**src/rtl/dpa_pkg.sv**
```systemverilog
package dpa_pkg;

    // Which port currently owns a contested location.
    typedef enum logic [1:0] {
        OWN_NONE  = 2'b00,
        OWN_LEFT  = 2'b01,
        OWN_RIGHT = 2'b10
    } owner_e;

    // Per-port view used by the arbiter core.
    typedef struct packed {
        logic sel;
        logic fresh;   // request arrived this cycle
    } port_stat_t;

    // The port whose request is older wins; simultaneous arrival goes left.
    function automatic owner_e pick_winner(input port_stat_t l, input port_stat_t r);
        if (l.fresh && !r.fresh) begin
            return OWN_RIGHT;
        end
        return OWN_LEFT;
    endfunction

endpackage

```
**src/rtl/dpa_port_track.sv**
```systemverilog
module dpa_port_track #(
    parameter int ADDR_W = 13
) (
    input  logic              clk,
    input  logic              rst,
    input  logic              sel,
    input  logic [ADDR_W-1:0] addr,
    output dpa_pkg::port_stat_t stat
);
    logic              sel_q;
    logic [ADDR_W-1:0] addr_q;

    always_ff @(posedge clk) begin
        if (rst) begin
            sel_q  <= 1'b0;
            addr_q <= '0;
        end else begin
            sel_q  <= sel;
            addr_q <= addr;
        end
    end

    always_comb begin
        stat.sel   = sel;
        stat.fresh = sel && (!sel_q || (addr != addr_q));
    end
endmodule

```
**src/rtl/dpa_arb_core.sv**
```systemverilog
module dpa_arb_core #(
    parameter int ADDR_W = 13
) (
    input  logic                clk,
    input  logic                rst,
    input  logic                enable,
    input  dpa_pkg::port_stat_t l_stat,
    input  dpa_pkg::port_stat_t r_stat,
    input  logic [ADDR_W-1:0]   l_addr,
    input  logic [ADDR_W-1:0]   r_addr,
    output dpa_pkg::owner_e     owner
);
    import dpa_pkg::*;

    owner_e            grant_q;
    logic [ADDR_W-1:0] held_addr_q;
    logic              collide;
    logic              winner_done;
    owner_e            fresh_pick;

    always_comb begin
        collide     = l_stat.sel && r_stat.sel && (l_addr == r_addr);
        fresh_pick  = pick_winner(l_stat, r_stat);
        winner_done = 1'b0;
        case (grant_q)
            OWN_LEFT:  winner_done = !l_stat.sel || (l_addr != held_addr_q);
            OWN_RIGHT: winner_done = !r_stat.sel || (r_addr != held_addr_q);
            default:   winner_done = 1'b0;
        endcase
        if (!enable) begin
            owner = OWN_NONE;
        end else if (grant_q != OWN_NONE) begin
            owner = grant_q;
        end else if (collide) begin
            owner = fresh_pick;
        end else begin
            owner = OWN_NONE;
        end
    end

    always_ff @(posedge clk) begin
        if (rst || !enable) begin
            grant_q     <= OWN_NONE;
            held_addr_q <= '0;
        end else if (grant_q == OWN_NONE) begin
            if (collide) begin
                grant_q     <= fresh_pick;
                held_addr_q <= l_addr;
            end
        end else if (winner_done) begin
            grant_q <= OWN_NONE;
        end
    end
endmodule

```
**src/rtl/dpa_wr_gate.sv**
```systemverilog
module dpa_wr_gate (
    input  logic clk,
    input  logic rst,
    input  logic follower,
    input  logic sel,
    input  logic wr,
    input  logic busy_int_n,
    input  logic busy_ext_n,
    output logic busy_n,
    output logic wr_go
);
    logic ext_q;   // external busy was released in the previous cycle

    always_ff @(posedge clk) begin
        if (rst) begin
            ext_q <= 1'b0;
        end else begin
            ext_q <= busy_ext_n;
        end
    end

    always_comb begin
        if (rst) begin
            busy_n = 1'b1;
            wr_go  = 1'b0;
        end else if (follower) begin
            busy_n = busy_ext_n;
            wr_go  = sel && wr && busy_ext_n && ext_q;
        end else begin
            busy_n = busy_int_n;
            wr_go  = sel && wr && busy_int_n;
        end
    end
endmodule

```
**src/rtl/dp_collision_arbiter.sv**
```systemverilog
module dp_collision_arbiter #(
    parameter int ADDR_W = 13
) (
    input  logic              clk,
    input  logic              rst,
    input  logic              follower_mode,
    input  logic              l_sel,
    input  logic              l_wr,
    input  logic [ADDR_W-1:0] l_addr,
    input  logic              r_sel,
    input  logic              r_wr,
    input  logic [ADDR_W-1:0] r_addr,
    input  logic              l_busy_in_n,
    input  logic              r_busy_in_n,
    output logic              l_busy_n,
    output logic              r_busy_n,
    output logic              l_wr_go,
    output logic              r_wr_go
);
    import dpa_pkg::*;

    localparam int NPORT = 2;

    logic [NPORT-1:0]  sel_v;
    logic [NPORT-1:0]  wr_v;
    logic [NPORT-1:0]  ext_v;
    logic [NPORT-1:0]  int_v;
    logic [NPORT-1:0]  busy_v;
    logic [NPORT-1:0]  go_v;
    logic [ADDR_W-1:0] addr_v [NPORT];
    port_stat_t        stat_v [NPORT];
    owner_e            owner;

    assign sel_v     = {r_sel, l_sel};
    assign wr_v      = {r_wr, l_wr};
    assign ext_v     = {r_busy_in_n, l_busy_in_n};
    assign addr_v[0] = l_addr;
    assign addr_v[1] = r_addr;

    // A port is held off when the other port owns the location.
    assign int_v[0] = (owner != OWN_RIGHT);
    assign int_v[1] = (owner != OWN_LEFT);

    dpa_arb_core #(.ADDR_W(ADDR_W)) u_core (
        .clk    (clk),
        .rst    (rst),
        .enable (!follower_mode),
        .l_stat (stat_v[0]),
        .r_stat (stat_v[1]),
        .l_addr (l_addr),
        .r_addr (r_addr),
        .owner  (owner)
    );

    for (genvar p = 0; p < NPORT; p++) begin : g_port
        dpa_port_track #(.ADDR_W(ADDR_W)) u_track (
            .clk  (clk),
            .rst  (rst),
            .sel  (sel_v[p]),
            .addr (addr_v[p]),
            .stat (stat_v[p])
        );
        dpa_wr_gate u_gate (
            .clk        (clk),
            .rst        (rst),
            .follower   (follower_mode),
            .sel        (sel_v[p]),
            .wr         (wr_v[p]),
            .busy_int_n (int_v[p]),
            .busy_ext_n (ext_v[p]),
            .busy_n     (busy_v[p]),
            .wr_go      (go_v[p])
        );
    end

    assign l_busy_n = busy_v[0];
    assign r_busy_n = busy_v[1];
    assign l_wr_go  = go_v[0];
    assign r_wr_go  = go_v[1];
endmodule

```
**config.mk**
```make
export PLATFORM = sky130hd
export DESIGN_NAME = dp_collision_arbiter
export DESIGN_NICKNAME = d
export VERILOG_FILES = /design/src/rtl/dpa_pkg.sv /design/src/rtl/dpa_port_track.sv /design/src/rtl/dpa_arb_core.sv /design/src/rtl/dpa_wr_gate.sv /design/src/rtl/dp_collision_arbiter.sv
export SDC_FILE = /design/constraint.sdc
export NUM_CORES = 1
export LEC_CHECK = 0
export ABC_CLOCK_PERIOD_IN_PS = 2400
export CAP_MARGIN = 15
export CORE_MARGIN = 1.5
export CORE_UTILIZATION = 39
export DETAILED_ROUTE_END_ITERATION = 6
export PLACE_DENSITY = 0.58
export SYNTH_ARGS = -nofsm -noshare
export SYNTH_HDL_FRONTEND = slang
export SYNTH_SLANG_ARGS = --single-unit
```
**constraint.sdc**
```tcl
create_clock -name clk -period 2.4 [get_ports clk]
set_clock_uncertainty 0.15 [all_clocks]
set_input_delay 0.24 -clock clk [delete_from_list [all_inputs] [get_ports clk]]
set_output_delay 0.24 -clock clk [all_outputs]
set_load 0.1 [all_outputs]
```
==> run summary, run 1 <==
1st-iter DRT viols - 100
Num rows - 27
CP Data Arrival Time - 2.06 ns
Distinct cells, synth - 32
Core Util, Final - 0.605
Min-delay src - l_addr[5]
Clock H-tree levels - 2
Aggregate global-route resource usage - 0.201
Vias - 1986
Final Cycle Share - 1.02
Primary FF master, synth - dfxtp_1
Global route overflow - 0
CP bufs+invs - 1
Hold path depth - 2
Pin count of the biggest net entering global routing - 34
Reg2Reg Setup Slack - 0.52 ns
CTS Buffer Depth - 2
Worst-case reg-to-reg path depth - 7
Initial antenna violation count - 0
Synth warn - 0
Critical Path, Cell by Cell - xnor2_2 -> nand4_1 -> or4_4 -> o211a_4 -> o31ai_4 -> buf_12
Total Wirelength - 5990 um
Delay of the slowest critical-path stage - 0.56 ns
GPL Wtd Cong - 0.823
Routed wire per std cell - 14.8 um
Fin crit period - 2.45 ns
VDD IR-drop max - 0.000328 V
Critical path fanouts, max - 3
Post-synth EDFFs - 0
Hold EP - g_port[0].u_track.addr_q[5]$_SDFF_PP0_
Min-Delay Path Class - in2reg
Critical path startpoint category - flip-flop
Final nets - 371
Crit. End Element - output port
Worst slew pin tran - 0.526 ns
Syn_area_per_cell - 9.06 um^2
CTS tree - done
DIE WIDTH - 79.2 um
Final Hold Viols - 0
Failing checks - negative setup slack
Antenna fix cells - 0
Pre-CTS setup slack - -0.414 ns
Flops & latches, synth - 45
Setup violators final - 2
Pwr Density - 478 mW/mm^2
Max-cap violations - 0
Synthesized cell area - 0.00226 mm^2
Worst setup margin - -0.0491 ns
Initial Utilization - 0.409
Total iterations of the first detailed-routing run - 4
DR vias/cell - 4.90
CP max stage cell - or4_4
Synth async-reset ratio - 0
Slew Viols, Final - 0
Clock sinks - 45
Mapped Nets - 288
Dpl hpwl - 4490 um
DIE AREA - 0.00627 mm^2
Layout cells sized above 1 - 0.297
Crit Path Category - reg2out
Critical Path RT - 2.01 ns
DIE HEIGHT - 79.2 um
Reg-to-Reg Start - u_core.grant_q[1]$_SDFFE_PP0P_
CTS buffer count - 5
CTS clk-pin slew, worst paths - 0.08 ns
Skew-Pair Late Insertion Delay - 0.30 ns
RSZ-0062 raised after global routing - yes
Number of fill cells - 507
Mapped Cells - 250
I/O pins - 39
Vias in the first global route - 1903
Critical path's top delay family - simple AND/OR/NAND/NOR gates
Seq/Total Area, Yosys - 0.398
Worst r2r dst - u_core.grant_q[0]$_SDFFE_PP0P_
Clock root buffer - clkbuf_8
# DRC - 0
Port bufs - 38
Slew headroom - 0.649
P&R area growth vs syn - 48.0%
Core Area - 0.00554 mm^2
Fmax - 0.408 GHz
Outcome - complete, but fails checks
Post-route ant nets - 0
First-pass GRT wire length - 9390 um
LEAKAGE - 1.22 nW
cells in the final DEF (no fill, tap or decap), drive strengths merged:
master,instances
or4,2
o21bai,1
xnor2,65
ha,3
o211ai,1
nor3,1
inv,4
a32oi,1
clkdlybuf4s50,8
nor2,7
clkinvlp,1
buf,51
or3,1
a21oi,16
o31ai,1
nor4,2
nand4,16
dlygate4sd2,16
or2,1
a21o,1
nand2,33
o2bb2ai,2
clkdlybuf4s15,4
a31oi,2
nand3,2
o2111ai,1
o41ai,2
nor2b,29
dfxtp,45
a211oi,1
clkbuf,12
o211a,1
cell usage after synthesis (2+ instances only):
library cell / instances / share of area
nand3_1: 2 / 0.0044
a21oi_1: 16 / 0.035
o2bb2ai_1: 2 / 0.0077
or4_1: 2 / 0.0066
o41ai_1: 2 / 0.0077
ha_1: 3 / 0.017
nor2_1: 7 / 0.012
nand4_1: 16 / 0.044
xnor2_1: 65 / 0.25
inv_1: 4 / 0.0066
clkbuf_1: 5 / 0.0083
a31oi_1: 2 / 0.0055
dfxtp_1: 45 / 0.40
nand2_1: 33 / 0.055
nor2b_1: 29 / 0.080
area by class of cell:
| cell class | instances | area [um^2] | share of cell area |
|---|---|---|---|
| Multi-Input combinational cell | 192 | 1500 | 0.449 |
| Tap cell | 72 | 90.1 | 0.0269 |
| Inverter | 4 | 15.0 | 0.00448 |
| Clock buffer | 6 | 82.6 | 0.0246 |
| Timing Repair Buffer | 85 | 742 | 0.221 |
| Clock inverter | 1 | 7.51 | 0.00224 |
| Sequential cell | 45 | 911 | 0.272 |
repair_timing:
action / 4_1_cts / 5_1_grt
endpoints found under the setup margin: 4 / 4
buffers inserted: 6 / 2
pin swaps: 15 / 13
hold buffers: 0 / 0
resized for setup: 47 / 35
worst max path at each step:
stage / endpoint / startpoint / cells after the start
after floorplan: l_wr_go / g_port[0].u_track.addr_q[6]$_SDFF_PP0_ / 5
after global routing: l_busy_n / g_port[0].u_track.addr_q[7]$_SDFF_PP0_ / 6
final: l_busy_n / g_port[0].u_track.addr_q[7]$_SDFF_PP0_ / 6
after detailed placement: r_wr_go / l_addr[7] / 7
after global placement: l_busy_n / l_addr[6] / 7
after CTS: r_wr_go / u_core.grant_q[1]$_SDFFE_PP0P_ / 7
report_power, final:
group	total (mW)	switching [mW]	internal, mW
registers	0.786	0.0122	0.774
clock network	0.485	0.257	0.228
logic	0.330	0.154	0.175
total	1.60	0.424	1.18
metrics by stage:
step	hold WS [ns]	power, mW	instance area [um^2]	TNS [ns]	std cells
floorplan	0.173	0.948	2300	-0.142	250
global placement	0.327	1.12	3050	-2.00	390
detailed placement	0.336	1.12	3050	-2.89	390
CTS	0.215	1.60	3260	-0.122	403
global route	0.0695	1.68	3350	-0.379	405
finish	0.0711	1.60	3350	-0.0795	405
state kept, by name, summed over array words and instances, names as in the netlist:
signal,count
u_core.held_addr_q,13
g_port.u_track.addr_q,26
u_core.grant_q,2
g_port.u_track.sel_q,2
g_port.u_gate.ext_q,2
kinds of logic after synthesis:
group | count (synthesis) | share of synthesized area
DFF | 45 | 0.398
and+or+nand+nor | 94 | 0.218
buffers and inverters | 13 | 0.0315
adders and majority gates | 3 | 0.0166
xor gates and xnor gates | 65 | 0.251
AOI/OAI and AO/OA | 30 | 0.0851
per-layer routing:
| layer | vias up | track usage | part of all wire |
|---|---|---|---|
| li1 | 1006 | - | - |
| met1 | 920 | 0.276 | 0.48 |
| met2 | 51 | 0.312 | 0.45 |
| met3 | 9 | 0.0414 | 0.051 |
| met4 | 0 | 0.0684 | 0.013 |
| met5 | - | 0 | 0 |
No activity file was read; power rests on OpenSTA's default activity.
==> run 2, diff against run 1 <==
--- a/config.mk
+++ b/config.mk
@@ -11,4 +11,5 @@
 export CORE_UTILIZATION = 39
 export DETAILED_ROUTE_END_ITERATION = 6
+export GPL_ROUTABILITY_DRIVEN = 0
 export PLACE_DENSITY = 0.58
 export SYNTH_ARGS = -nofsm -noshare
--- a/constraint.sdc
+++ b/constraint.sdc
@@ -3,3 +3,3 @@
 set_input_delay 0.24 -clock clk [delete_from_list [all_inputs] [get_ports clk]]
 set_output_delay 0.24 -clock clk [all_outputs]
-set_load 0.1 [all_outputs]
+set_load 0.05 [all_outputs]
==> run summary, run 2 (synthesis gave the netlist of run 1 again) <==
Outcome - completed
Vias in the first global route - 1899 (-0.21%)
CTS clk-pin slew, worst paths - 0.08 ns (about the same)
Port bufs - 38 (unchanged)
Hold WS - 0.256 ns (+0.185 ns)
DIE HEIGHT - 79.2 um (unchanged)
CP Data Arrival Time - 2.01 ns (-0.05 ns)
Pwr Density - 487 mW/mm^2 (+2.0%)
Slew headroom - 0.747 (+0.0973)
CTS Buffer Depth - 2 (unchanged)
Slew Viols, Final - 0 (unchanged)
P&R area growth vs syn - 40.3%
Multi-input gate area - 0.00141 mm^2 (-6.3%)
Setup_tns - 0 ns (+0.0795 ns)
Initial Utilization - 0.409 (unchanged)
Num rows - 27 (unchanged)
Total iterations of the first detailed-routing run - 5 (+1)
Total Wirelength - 5760 um (-3.8%)
First-pass GRT wire length - 9390 um (unchanged)
Core Area - 0.00554 mm^2 (unchanged)
Min-Delay Path Class - in2reg
I/O pins - 39 (unchanged)
Skew-Pair Late Insertion Delay - 0.30 ns (about the same)
Setup violators final - 0 (-2)
Pin count of the biggest net entering global routing - 34 (unchanged)
1st-iter DRT viols - 77 (-23%)
Crit path from - g_port[0].u_track.addr_q[7]$_SDFF_PP0_
Antenna fix cells - 0 (unchanged)
Number of fill cells - 526 (+3.7%)
Final nets - 365 (-1.6%)
Layout cells sized above 1 - 0.229 (-0.0686)
Initial antenna violation count - 0 (unchanged)
Top reg by flops - g_port.u_track.addr_q
Reg-to-Reg Start - u_core.grant_q[1]$_SDFFE_PP0P_
Final Hold Viols - 0 (unchanged)
Dpl hpwl - 4420 um (-1.6%)
Critical path fanouts, max - 3 (unchanged)
Max-cap violations - 0 (unchanged)
LEAKAGE - 1.15 nW (-5.6%)
# DRC - 0 (unchanged)
Cts hold-fix bufs - 0 (unchanged)
Reg2Reg Setup Slack - 0.46 ns (-0.06 ns)
Post-route ant nets - 0 (unchanged)
RSZ-0062 raised after global routing - yes
CTS buffer count - 5 (unchanged)
Fmax - 0.417 GHz (+2.1%)
Top flop regs - g_port.u_track.addr_q: 26 flops, u_core.held_addr_q: 13 flops
Critical path startpoint category - flip-flop
Worst slew pin tran - 0.378 ns (-0.148 ns)
Largest register FFs - 26 (unchanged)
Aggregate global-route resource usage - 0.199 (-0.00150)
Clock H-tree levels - 2 (unchanged)
Worst-case reg-to-reg path depth - 7 (unchanged)
Vias - 1955 (-1.6%)
Number of cells after detailed placement - 386 (-1.0%)
Clock root buffer - clkbuf_8
Commonest cells after routing, fill and taps aside - 58 x xnor2_1, 42 x buf_4, 41 x dfxtp_1
Crit Path Category - reg2out
Layout Cells excl Fill - 400 (-1.2%)
Routed wire per std cell - 14.4 um (-2.6%)
Final Cycle Share - 0.999 (-0.0212)
VDD IR-drop max - 0.000252 V (-23%)
Commonest non-fill, non-tap cell in the layout - xnor2_1
Fin crit period - 2.40 ns (-0.0509 ns)
DIE WIDTH - 79.2 um (unchanged)
Crit. End Element - output port
DR vias/cell - 4.89 (-0.33%)
Global route overflow - 0 (unchanged)
Pre-CTS setup slack - -0.297 ns (+0.117 ns)
Register area - 908 um^2 (-0.27%)
Critical Path RT - 2.01 ns (about the same)
Total power - 1.55 mW (-3.3%)
Critical path destination - l_busy_n
DIE AREA - 0.00627 mm^2 (unchanged)
Clock sinks - 45 (unchanged)
Worst r2r dst - u_core.grant_q[0]$_SDFFE_PP0P_
CTS tree - done
Worst setup margin - 0.00182 ns (+0.0509 ns)
[run 2: changes by cell type in the layout (fill, tap and decap cells not counted), sizes merged]
cell	before	now
clkinv	0	1
clkdlybuf4s15	4	1
buf	51	45
dlygate4sd2	16	25
inv	4	5
clkbuf	12	5
[run 2: metrics by stage]
| step | util | instance area, um^2 |
|---|---|---|
| after floorplan | - | 2270 |
| after global placement | 0.530 | 2940 |
| after detailed placement | 0.530 | 2940 |
| after CTS | 0.559 | 3100 |
| after global routing | 0.573 | 3180 |
| final | 0.573 | 3180 |
[run 2: cell type report]
cell class / count / share of cell area
multi-input combinational: 192 / 0.443
tap: 72 / 0.0284
clock inverter: 3 / 0.00670
clock buffer: 5 / 0.0217
timing repair buffer: 79 / 0.208
sequential: 45 / 0.286
inverter: 4 / 0.00630
[run 2: critical path, cell delays in order, from the launching register on]
cell and delay [ns]:
dfxtp_2 0.33, xnor2_2 0.15, nand4_1 0.11, or4_4 0.57, o211a_4 0.18, o31ai_4 0.18
buf_6 0.19
[run 2: worst min-delay path by stage]
stage / start / to / slack (ns) / cells after the start
after detailed placement: u_core.held_addr_q[8]$_SDFFE_PP0P_ / u_core.held_addr_q[8]$_SDFFE_PP0P_ / 0.34 / 2
after global routing: l_addr[3] / g_port[0].u_track.addr_q[3]$_SDFF_PP0_ / 0.27 / 2
final: l_addr[3] / g_port[0].u_track.addr_q[3]$_SDFF_PP0_ / 0.26 / 2
after CTS: l_addr[3] / g_port[0].u_track.addr_q[3]$_SDFF_PP0_ / 0.26 / 2
after global placement: u_core.held_addr_q[8]$_SDFFE_PP0P_ / u_core.held_addr_q[8]$_SDFFE_PP0P_ / 0.33 / 2
after floorplan: rst / g_port[0].u_track.sel_q$_SDFF_PP0_ / 0.17 / 1
[run 2: layer usage]
layer  wire, um  vias up  global-route usage
li1           -      995                   -
met1       2860      916               0.267
met2       2600       37               0.324
met3        216        7              0.0391
met4         85        0              0.0596
met5          0        -                   0
[run 2: what timing repair did]
action	CTS	global route
pin swaps	8	8
gates resized for setup	45	11
buffers inserted	2	4
setup endpoints to repair	4	4
[run 2: where the power goes]
group	leakage (nW)	internal [mW]	switching [mW]
Combinational	0.732	0.161	0.135
Sequential	0.373	0.772	0.0109
Clock	0.0445	0.207	0.262
Total	1.15	1.14	0.408
==> run 3, diff against run 2 <==
- GPL_TIMING_DRIVEN: unset -> 1
==> results of run 3 <==
Same layout as run 2: the final DEF is identical, and so are final timing and power.
